===== src/rtl/seq_pkg.sv =====
// Package: shared state type, register map constants and the preload
// schedules for the stress-measure sequencer.
// Assumes DUR_W <= 32 at the users, since the preload functions return 32 bits.
package seq_pkg;

    typedef enum logic [2:0] {
        ST_IDLE,
        ST_SETTLE,
        ST_MEAS,
        ST_STRESS,
        ST_DONE
    } seq_state_t;

    localparam int unsigned CFG_ADDR_W = 6;

    localparam logic [1:0] BANK_CTRL   = 2'd0;
    localparam logic [1:0] BANK_STRESS = 2'd1;
    localparam logic [1:0] BANK_ANNEAL = 2'd2;

    localparam logic [3:0] CTRL_MODE   = 4'd0;
    localparam logic [3:0] CTRL_CYCLES = 4'd1;

    localparam int unsigned DEFAULT_CYCLES = 10;

    // Aging preload: the first phase is 60 ticks and each later phase doubles.
    function automatic logic [31:0] stress_preload(input int unsigned idx);
        return 32'd60 << idx;
    endfunction

    // Anneal preload: gaps between the cumulative marks 10,30,...,10000 s, in ms.
    function automatic logic [31:0] anneal_preload(input int unsigned idx);
        case (idx)
            0:       return 32'd10000;
            1:       return 32'd20000;
            2:       return 32'd70000;
            3:       return 32'd200000;
            4:       return 32'd700000;
            5:       return 32'd2000000;
            default: return 32'd7000000;
        endcase
    endfunction

endpackage


===== src/rtl/seq_cfg_regs.sv =====
// Configuration store: the run mode, the cycle count and two per-cycle
// duration tables, one per mode. Writes come in through a bank/entry address.
// Assumes MAX_CYC <= 16 (a 4-bit entry field) and that the caller gates
// wr_en while a run is active.
module seq_cfg_regs
    import seq_pkg::*;
#(
    parameter int unsigned MAX_CYC = 16,
    parameter int unsigned DUR_W   = 32,
    parameter int unsigned IDX_W   = 4,
    parameter int unsigned CNT_W   = 5
) (
    input  logic                  clk,
    input  logic                  rst_n,
    input  logic                  wr_en,
    input  logic [CFG_ADDR_W-1:0] wr_addr,
    input  logic [31:0]           wr_data,
    input  logic                  rd_mode,
    input  logic [IDX_W-1:0]      rd_idx,
    output logic [DUR_W-1:0]      rd_dur,
    output logic                  mode_q,
    output logic [CNT_W-1:0]      cycles_q
);

    localparam int unsigned DEF_CYC =
        (DEFAULT_CYCLES > MAX_CYC) ? MAX_CYC : DEFAULT_CYCLES;

    logic [1:0]       wr_bank;
    logic [3:0]       wr_entry;
    logic [DUR_W-1:0] stress_tab [MAX_CYC];
    logic [DUR_W-1:0] anneal_tab [MAX_CYC];

    assign wr_bank  = wr_addr[5:4];
    assign wr_entry = wr_addr[3:0];

    // Control registers: the mode bit and the cycle count, clamped to the table depth.
    always_ff @(posedge clk) begin
        if (!rst_n) begin
            mode_q   <= 1'b0;
            cycles_q <= CNT_W'(DEF_CYC);
        end else if (wr_en && wr_bank == BANK_CTRL) begin
            if (wr_entry == CTRL_MODE) begin
                mode_q <= wr_data[0];
            end
            if (wr_entry == CTRL_CYCLES) begin
                cycles_q <= (wr_data > 32'(MAX_CYC)) ? CNT_W'(MAX_CYC)
                                                     : wr_data[CNT_W-1:0];
            end
        end
    end

    for (genvar gi = 0; gi < MAX_CYC; gi++) begin : g_entry
        logic [DUR_W-1:0] stress_q;
        logic [DUR_W-1:0] anneal_q;

        // One table slot per mode: preloaded at reset, overwritten by an address match.
        always_ff @(posedge clk) begin
            if (!rst_n) begin
                stress_q <= DUR_W'(stress_preload(gi));
                anneal_q <= DUR_W'(anneal_preload(gi));
            end else if (wr_en && wr_entry == 4'(gi)) begin
                if (wr_bank == BANK_STRESS) begin
                    stress_q <= wr_data[DUR_W-1:0];
                end
                if (wr_bank == BANK_ANNEAL) begin
                    anneal_q <= wr_data[DUR_W-1:0];
                end
            end
        end

        assign stress_tab[gi] = stress_q;
        assign anneal_tab[gi] = anneal_q;
    end

    assign rd_dur = rd_mode ? anneal_tab[rd_idx] : stress_tab[rd_idx];

endmodule


===== src/rtl/seq_phase_timer.sv =====
// Down-counting phase timer. A load sets the phase length (a zero counts as
// one), and each step removes one unit. expire marks the step that uses up
// the last unit, so a phase loaded with L lasts exactly L steps.
// Assumes load and step never refer to the same phase in one cycle.
module seq_phase_timer #(
    parameter int unsigned DUR_W = 32
) (
    input  logic             clk,
    input  logic             rst_n,
    input  logic             load,
    input  logic [DUR_W-1:0] load_val,
    input  logic             step,
    output logic             expire
);

    logic [DUR_W-1:0] cnt_q;

    // Remaining units of the current phase.
    always_ff @(posedge clk) begin
        if (!rst_n) begin
            cnt_q <= '0;
        end else if (load) begin
            cnt_q <= (load_val == '0) ? DUR_W'(1) : load_val;
        end else if (step && cnt_q != '0) begin
            cnt_q <= cnt_q - DUR_W'(1);
        end
    end

    assign expire = step && (cnt_q == DUR_W'(1));

endmodule


===== src/rtl/seq_ctrl.sv =====
// Sequencing FSM. It runs: settle, reference measurement, then per cycle
// stress (or anneal), settle and measurement, and finally done. Stress and
// measurement count timebase ticks. Settle counts clock cycles. The mode and
// the cycle count are latched at start, so the run does not depend on later
// register changes.
// Assumes cfg_cycles <= MAX_CYC (the config store clamps it).
module seq_ctrl
    import seq_pkg::*;
#(
    parameter int unsigned MAX_CYC    = 16,
    parameter int unsigned DUR_W      = 32,
    parameter int unsigned IDX_W      = 4,
    parameter int unsigned CNT_W      = 5,
    parameter int unsigned SETTLE_CYC = 5000,
    parameter int unsigned MEAS_TICKS = 100000
) (
    input  logic             clk,
    input  logic             rst_n,
    input  logic             tick,
    input  logic             start,
    input  logic             abort,
    input  logic             cfg_mode,
    input  logic [CNT_W-1:0] cfg_cycles,
    input  logic [DUR_W-1:0] rd_dur,
    input  logic             expire,
    output logic             rd_mode,
    output logic [IDX_W-1:0] rd_idx,
    output logic             load,
    output logic [DUR_W-1:0] load_val,
    output logic             step,
    output logic             bias_stress,
    output logic             bias_nominal,
    output logic             heater_on,
    output logic             meas_start,
    output logic [CNT_W-1:0] phase_idx,
    output logic             busy,
    output logic             done
);

    seq_state_t       state_q, state_d;
    logic [CNT_W-1:0] cyc_q, cyc_d;
    logic [CNT_W-1:0] ncyc_q;
    logic             mode_q;
    logic             meas_q, meas_d;
    logic             can_start;

    assign can_start = (state_q == ST_IDLE || state_q == ST_DONE) && start;

    // Next state, the timer load and the next cycle index; abort overrides all.
    always_comb begin
        state_d  = state_q;
        cyc_d    = cyc_q;
        load     = 1'b0;
        load_val = '0;
        meas_d   = 1'b0;
        case (state_q)
            ST_IDLE, ST_DONE: begin
                if (start) begin
                    state_d  = ST_SETTLE;
                    cyc_d    = '0;
                    load     = 1'b1;
                    load_val = DUR_W'(SETTLE_CYC);
                end
            end
            ST_SETTLE: begin
                if (expire) begin
                    state_d  = ST_MEAS;
                    load     = 1'b1;
                    load_val = DUR_W'(MEAS_TICKS);
                    meas_d   = 1'b1;
                end
            end
            ST_MEAS: begin
                if (expire) begin
                    if (cyc_q == ncyc_q) begin
                        state_d = ST_DONE;
                    end else begin
                        state_d  = ST_STRESS;
                        cyc_d    = cyc_q + CNT_W'(1);
                        load     = 1'b1;
                        load_val = rd_dur;
                    end
                end
            end
            ST_STRESS: begin
                if (expire) begin
                    state_d  = ST_SETTLE;
                    load     = 1'b1;
                    load_val = DUR_W'(SETTLE_CYC);
                end
            end
            default: state_d = ST_IDLE;
        endcase
        if (abort) begin
            state_d = ST_IDLE;
            cyc_d   = '0;
            load    = 1'b0;
            meas_d  = 1'b0;
        end
    end

    // State, cycle index and the registered measurement strobe.
    always_ff @(posedge clk) begin
        if (!rst_n) begin
            state_q <= ST_IDLE;
            cyc_q   <= '0;
            meas_q  <= 1'b0;
        end else begin
            state_q <= state_d;
            cyc_q   <= cyc_d;
            meas_q  <= meas_d;
        end
    end

    // Run settings, captured when a run is accepted.
    always_ff @(posedge clk) begin
        if (!rst_n) begin
            ncyc_q <= '0;
            mode_q <= 1'b0;
        end else if (can_start && !abort) begin
            ncyc_q <= cfg_cycles;
            mode_q <= cfg_mode;
        end
    end

    assign rd_mode = mode_q;
    assign rd_idx  = cyc_q[IDX_W-1:0];

    // Timer step source: clock cycles during settle, ticks during the timed phases.
    always_comb begin
        case (state_q)
            ST_SETTLE:          step = 1'b1;
            ST_MEAS, ST_STRESS: step = tick;
            default:            step = 1'b0;
        endcase
    end

    assign bias_stress  = (state_q == ST_STRESS) && !mode_q;
    assign heater_on    = (state_q == ST_STRESS) && mode_q;
    assign bias_nominal = (state_q == ST_SETTLE) || (state_q == ST_MEAS);
    assign meas_start   = meas_q;
    assign phase_idx    = cyc_q;
    assign busy         = (state_q == ST_SETTLE) || (state_q == ST_MEAS) ||
                          (state_q == ST_STRESS);
    assign done         = (state_q == ST_DONE);

endmodule


===== src/rtl/stress_meas_sequencer.sv =====
// Top: stress-measure test phase sequencer. It ties together the config
// store, the phase timer and the sequencing FSM. Register writes are blocked
// while a run is active.
// Assumes tick is a one-cycle pulse synchronous to clk and MAX_CYC <= 16.
module stress_meas_sequencer
    import seq_pkg::*;
#(
    parameter int unsigned MAX_CYC    = 16,
    parameter int unsigned DUR_W      = 32,
    parameter int unsigned SETTLE_CYC = 5000,
    parameter int unsigned MEAS_TICKS = 100000,
    localparam int unsigned CNT_W     = $clog2(MAX_CYC + 1)
) (
    input  logic             clk,
    input  logic             rst_n,
    input  logic             tick,
    input  logic             start,
    input  logic             abort,
    input  logic             cfg_we,
    input  logic [5:0]       cfg_addr,
    input  logic [31:0]      cfg_wdata,
    output logic             bias_stress,
    output logic             bias_nominal,
    output logic             heater_on,
    output logic             meas_start,
    output logic [CNT_W-1:0] phase_idx,
    output logic             busy,
    output logic             done
);

    localparam int unsigned IDX_W = (MAX_CYC > 1) ? $clog2(MAX_CYC) : 1;

    logic             cfg_mode;
    logic [CNT_W-1:0] cfg_cycles;
    logic             rd_mode;
    logic [IDX_W-1:0] rd_idx;
    logic [DUR_W-1:0] rd_dur;
    logic             tmr_load;
    logic [DUR_W-1:0] tmr_val;
    logic             tmr_step;
    logic             tmr_expire;
    logic             wr_en;

    assign wr_en = cfg_we && !busy;

    seq_cfg_regs #(
        .MAX_CYC (MAX_CYC),
        .DUR_W   (DUR_W),
        .IDX_W   (IDX_W),
        .CNT_W   (CNT_W)
    ) u_cfg (
        .clk      (clk),
        .rst_n    (rst_n),
        .wr_en    (wr_en),
        .wr_addr  (cfg_addr),
        .wr_data  (cfg_wdata),
        .rd_mode  (rd_mode),
        .rd_idx   (rd_idx),
        .rd_dur   (rd_dur),
        .mode_q   (cfg_mode),
        .cycles_q (cfg_cycles)
    );

    seq_phase_timer #(
        .DUR_W (DUR_W)
    ) u_timer (
        .clk      (clk),
        .rst_n    (rst_n),
        .load     (tmr_load),
        .load_val (tmr_val),
        .step     (tmr_step),
        .expire   (tmr_expire)
    );

    seq_ctrl #(
        .MAX_CYC    (MAX_CYC),
        .DUR_W      (DUR_W),
        .IDX_W      (IDX_W),
        .CNT_W      (CNT_W),
        .SETTLE_CYC (SETTLE_CYC),
        .MEAS_TICKS (MEAS_TICKS)
    ) u_ctrl (
        .clk          (clk),
        .rst_n        (rst_n),
        .tick         (tick),
        .start        (start),
        .abort        (abort),
        .cfg_mode     (cfg_mode),
        .cfg_cycles   (cfg_cycles),
        .rd_dur       (rd_dur),
        .expire       (tmr_expire),
        .rd_mode      (rd_mode),
        .rd_idx       (rd_idx),
        .load         (tmr_load),
        .load_val     (tmr_val),
        .step         (tmr_step),
        .bias_stress  (bias_stress),
        .bias_nominal (bias_nominal),
        .heater_on    (heater_on),
        .meas_start   (meas_start),
        .phase_idx    (phase_idx),
        .busy         (busy),
        .done         (done)
    );

endmodule


===== config.mk =====
export PLATFORM = sky130hd
export DESIGN_NAME = stress_meas_sequencer
export DESIGN_NICKNAME = d
export VERILOG_FILES = /design/src/rtl/seq_pkg.sv /design/src/rtl/seq_cfg_regs.sv /design/src/rtl/seq_phase_timer.sv /design/src/rtl/seq_ctrl.sv /design/src/rtl/stress_meas_sequencer.sv
export SDC_FILE = /design/constraint.sdc
export NUM_CORES = 2
export LEC_CHECK = 0
export BUFFER_PORTS_ARGS = -buffer_cell sky130_fd_sc_hd__buf_2
export CAP_MARGIN = 20
export CORE_AREA = 2 2 231 404
export CTS_CLUSTER_DIAMETER = 30
export DETAILED_ROUTE_END_ITERATION = 12
export DIE_AREA = 0 0 233 406
export PLACE_DENSITY_LB_ADDON = 0.08
export SLEW_MARGIN = 30
export SYNTH_ARGS = -nofsm -noshare
export SYNTH_HDL_FRONTEND = slang
export SYNTH_HIERARCHICAL = 1
export SYNTH_SLANG_ARGS = --single-unit

===== constraint.sdc =====
create_clock -name clk -period 5.2 [get_ports clk]
set_clock_uncertainty 0.15 [all_clocks]
set_input_delay 0 -clock clk [delete_from_list [all_inputs] [get_ports clk]]
set_output_delay 0 -clock clk [all_outputs]
set_load 0.05 [all_outputs]

==> results.sh <==
export IMPL_min_period_over_period_pct=90.1
export IMPL_postSynthCellCount=6259
export IMPL_timing_critical_path_required_ns=5.70
export IMPL_grt_max_degree=258
export IMPL_die_w_um=233
export IMPL_detailed_place_hpwl_um=105000
export IMPL_p_leak_uw=0.0198
export IMPL_clock_tree_sinks=1077
export IMPL_critPathMostFrequentCell="sky130_fd_sc_hd__nor2_1"
export IMPL_detail_route_first_pass_iterations=6
export IMPL_finalSetupViolCount=0
export IMPL_yosys_register_bits=1077
export IMPL_port_buffer_count=54
export IMPL_start_util_pct=54.5
export IMPL_grt_overflow_total=0
export IMPL_critical_path_peak_fanout=37
export IMPL_tritoncts_num_buffers=156
export IMPL_grt_pass1_vias=43208
export IMPL_layout_cells_most_common="sky130_fd_sc_hd__nand2_1"
export IMPL_critical_path_arrival_ns=5.19
export IMPL_outcome="complete, no violations"
export IMPL_min_period_ns=4.69
export IMPL_postSynthAreaPerCell_um2=7.96
export IMPL_synth_edf_count=0
export IMPL_final_max_slew_violation_count=0
export IMPL_power_density_mw_per_mm2=353
export IMPL_vdd_ir_drop_max_mv=0.321
export IMPL_cp_end_kind="flip-flop"
export IMPL_asyncSetResetFlopFracSynth_pct=0
export IMPL_insertion_delay_ns=0.77
export IMPL_clock_root_buffer_master="sky130_fd_sc_hd__clkbuf_16"
export IMPL_synthFlopType="sky130_fd_sc_hd__dfxtp_1"
export IMPL_post_cts_resized=0
export IMPL_drtIter0Drc=3911
export IMPL_cts_tree="yes"
export IMPL_fin_nets=6150
export IMPL_wl_per_cell_um=22.8
export IMPL_finalWirelength_um=170000
export IMPL_core_area_mm2=0.0914
export IMPL_totalNegativeSetupSlack_ns=0
export IMPL_cts_root_to_sink_buffers=3
export IMPL_finalHoldViolCount=0
export IMPL_layoutNonFillerInstCount=7424
export IMPL_yosysWarningCount=6
export IMPL_die_h_um=406
export IMPL_global_route_wire_length_before_repair_um=257000
export IMPL_rsz0062_at_grt="false"
export IMPL_grt_usage_pct=35.5
export IMPL_crit_type="reg2reg"
export IMPL_critPathSlowestCell="sky130_fd_sc_hd__dfxtp_1"
export IMPL_commonest_cells_after_routing_fill_and_taps_aside="sky130_fd_sc_hd__nand2_1, sky130_fd_sc_hd__dfxtp_1, sky130_fd_sc_hd__a21boi_1, sky130_fd_sc_hd__mux2i_1, sky130_fd_sc_hd__nand3_1"
export IMPL_postRouteAntennaNets=0
export IMPL_clock_pin_slew_on_the_worst_setup_and_hold_paths_ns=0.06
export IMPL_num_vias=44267
export IMPL_postCtsSetupBuffers=0
export IMPL_cts_htree_levels=4
export IMPL_die_area_mm2=0.0946
export IMPL_ordered_list_of_cells_on_the_worst_path="and2_4 > buf_12 > a22o_1 > nor3_1 > a31oi_1 > nand3_1 > and2_1 > nor4_1 > nand4_1 > nor2_1 > nor2_1 > buf_4 > nor2b_1 > a2111oi_2"
export IMPL_cap_viol_max_count=0
export IMPL_antenna_found_initial=0
export IMPL_dpl_cell_count=7077
export IMPL_nFillCells=8062
export IMPL_syn_area_mm2=0.0498
export IMPL_drt_vias_per_instance=5.96
export IMPL_drc=0
export IMPL_cp_slowest_stage_delay_ns=0.74
export IMPL_insertedDiodeCount=0
export IMPL_io_pins=55
export IMPL_max_slew_worst_pin_slew_ns=0.997
export IMPL_syn_num_nets=6306
export IMPL_synthDistinctLibCells=70
export IMPL_place_gp_congestion=0.969
export IMPL_timing_fmax_mhz=213
export IMPL_synth_yosys_seq_area_share_pct=43.3
export IMPL_hold_class="in2reg"
export IMPL_startpoint_types="flip-flop"
export IMPL_drive_above_1_share_pct=9.07
export IMPL_slew_limit_headroom_pct=33.1
export IMPL_floorplan_rows=147
export IMPL_area_growth_synth_to_finish_pct=14.7
[worst paths after layout]
path	from	end	slack [ns]	cells after the start
worst max-delay path	u_ctrl/phase_idx[2]	u_timer/cnt_q[0]	0.51	14
worst min-delay path	rst_n	u_cfg/g_entry[12].anneal_q[7]	0.11	3
worst max register to register	u_ctrl/phase_idx[2]	u_timer/cnt_q[0]	0.51	14
worst min register to register	u_cfg/g_entry[10].stress_q[27]	u_cfg/g_entry[10].stress_q[27]	0.30	2
[metal layers]
| metal | up-vias | track usage (%) | wire (um) | share of wire, % |
|---|---|---|---|---|
| met5 | - | 0 | 0 | 0 |
| met4 | 0 | 20.5 | 10200 | 6.0 |
| met3 | 534 | 5.68 | 11000 | 6.5 |
| met2 | 1696 | 62.2 | 84700 | 50 |
| met1 | 21422 | 40.5 | 63700 | 38 |
| li1 | 20615 | - | - | - |
[state kept, by name (all words and copies together) (netlist names)]
signal,cells
u_cfg/cycles_q,5
u_cfg/g_entry.anneal_q,512
u_cfg/g_entry.stress_q,512
u_cfg/mode_q,1
u_ctrl/meas_start,1
u_ctrl/ncyc_q,5
u_ctrl/phase_idx,5
u_ctrl/rd_mode,1
u_ctrl/state_q,3
u_timer/cnt_q,32
[power by group]
part	leakage (uW)	internal, uW	switching, uW	total (uW)
clock	0.00264	6820	4120	10900
sequential	0.00869	8310	40.3	8350
combinational	0.00850	289	597	886
total	0.0198	15400	4750	20200
[cell families (layout without fill, tap and decap cells)]
| group | count (synthesis) | in the layout | share of synthesized area [%] |
|---|---|---|---|
| simple gates | 2837 | 2837 | 23.3 |
| fa+ha+maj | 3 | 3 | 0.0753 |
| mux | 514 | 514 | 10.3 |
| flops | 1077 | 1077 | 43.3 |
| xor+xnor | 22 | 22 | 0.387 |
| buf+inv | 605 | 578 | 5.12 |
| compound gates | 1201 | 1201 | 17.5 |
[synthesized netlist by cell type (6+ instances only)]
library cell / instances / area [um2]
sky130_fd_sc_hd__nand2_1: 2232 / 8380
sky130_fd_sc_hd__dfxtp_1: 1077 / 21600
sky130_fd_sc_hd__a21boi_1: 653 / 4900
sky130_fd_sc_hd__mux2i_1: 514 / 5140
sky130_fd_sc_hd__clkbuf_1: 410 / 1540
sky130_fd_sc_hd__nand3_1: 343 / 1720
sky130_fd_sc_hd__a21boi_0: 155 / 1160
sky130_fd_sc_hd__buf_2: 123 / 616
sky130_fd_sc_hd__a21oi_1: 122 / 611
sky130_fd_sc_hd__a22oi_1: 101 / 758
sky130_fd_sc_hd__nor2_1: 77 / 289
sky130_fd_sc_hd__a22o_1: 64 / 561
sky130_fd_sc_hd__nor3_1: 52 / 260
sky130_fd_sc_hd__a31oi_1: 37 / 231
sky130_fd_sc_hd__buf_1: 33 / 124
sky130_fd_sc_hd__and2_1: 32 / 200
sky130_fd_sc_hd__buf_4: 27 / 203
sky130_fd_sc_hd__nor4_1: 24 / 150
sky130_fd_sc_hd__o21ai_0: 17 / 85.1
sky130_fd_sc_hd__xnor2_1: 16 / 140
sky130_fd_sc_hd__nor2b_1: 10 / 62.6
sky130_fd_sc_hd__a21o_1: 9 / 67.6
sky130_fd_sc_hd__nand2b_1: 9 / 56.3
sky130_fd_sc_hd__or4_1: 8 / 60.1
sky130_fd_sc_hd__inv_1: 7 / 26.3
sky130_fd_sc_hd__o211ai_1: 7 / 52.6
sky130_fd_sc_hd__a211oi_1: 6 / 45.0
sky130_fd_sc_hd__and3_1: 6 / 37.5
sky130_fd_sc_hd__nand4_1: 6 / 37.5
sky130_fd_sc_hd__xor2_1: 6 / 52.6
[through the flow]
| step | setup WS, ns | hold WS [ns] | power [uW] | area (um2) | utilization, % |
|---|---|---|---|---|---|
| after floorplan | 1.09 | 0.00381 | 9090 | 49800 | - |
| after global placement | 0.650 | 0.186 | 9350 | 50700 | 55.5 |
| after detailed placement | 0.648 | 0.201 | 9350 | 51000 | 55.8 |
| after CTS | 0.638 | 0.0697 | 20200 | 57100 | 62.4 |
| after global routing | 0.308 | 0.0965 | 20700 | 57200 | 62.5 |
| final | 0.515 | 0.110 | 20200 | 57200 | 62.5 |
[layout make-up]
cell class	count	area (um2)	area share [%]
clock buffer	194	4400	7.69
tap	1192	1490	2.61
timing repair buffer	284	2700	4.72
clock inverter	93	1060	1.85
sequential	1077	21600	37.7
multi-input combinational	4577	25900	45.4
inverter	7	26.3	0.0460
[worst max-delay path, delay by kind of cell (launching register included)]
| kind | cells | cell delay, ns |
|---|---|---|
| DFF | 1 | 0.74 |
| buffers and inverters | 2 | 0.56 |
| AOI/OAI and AO/OA | 3 | 0.92 |
| and+or+nand+nor | 9 | 2.15 |
[timing repair]
action	in CTS	in global routing
setup endpoints to repair	0	0
hold endpoints to repair	1075	0
hold buffers	57	0
(Power assumes the default switching activity.)
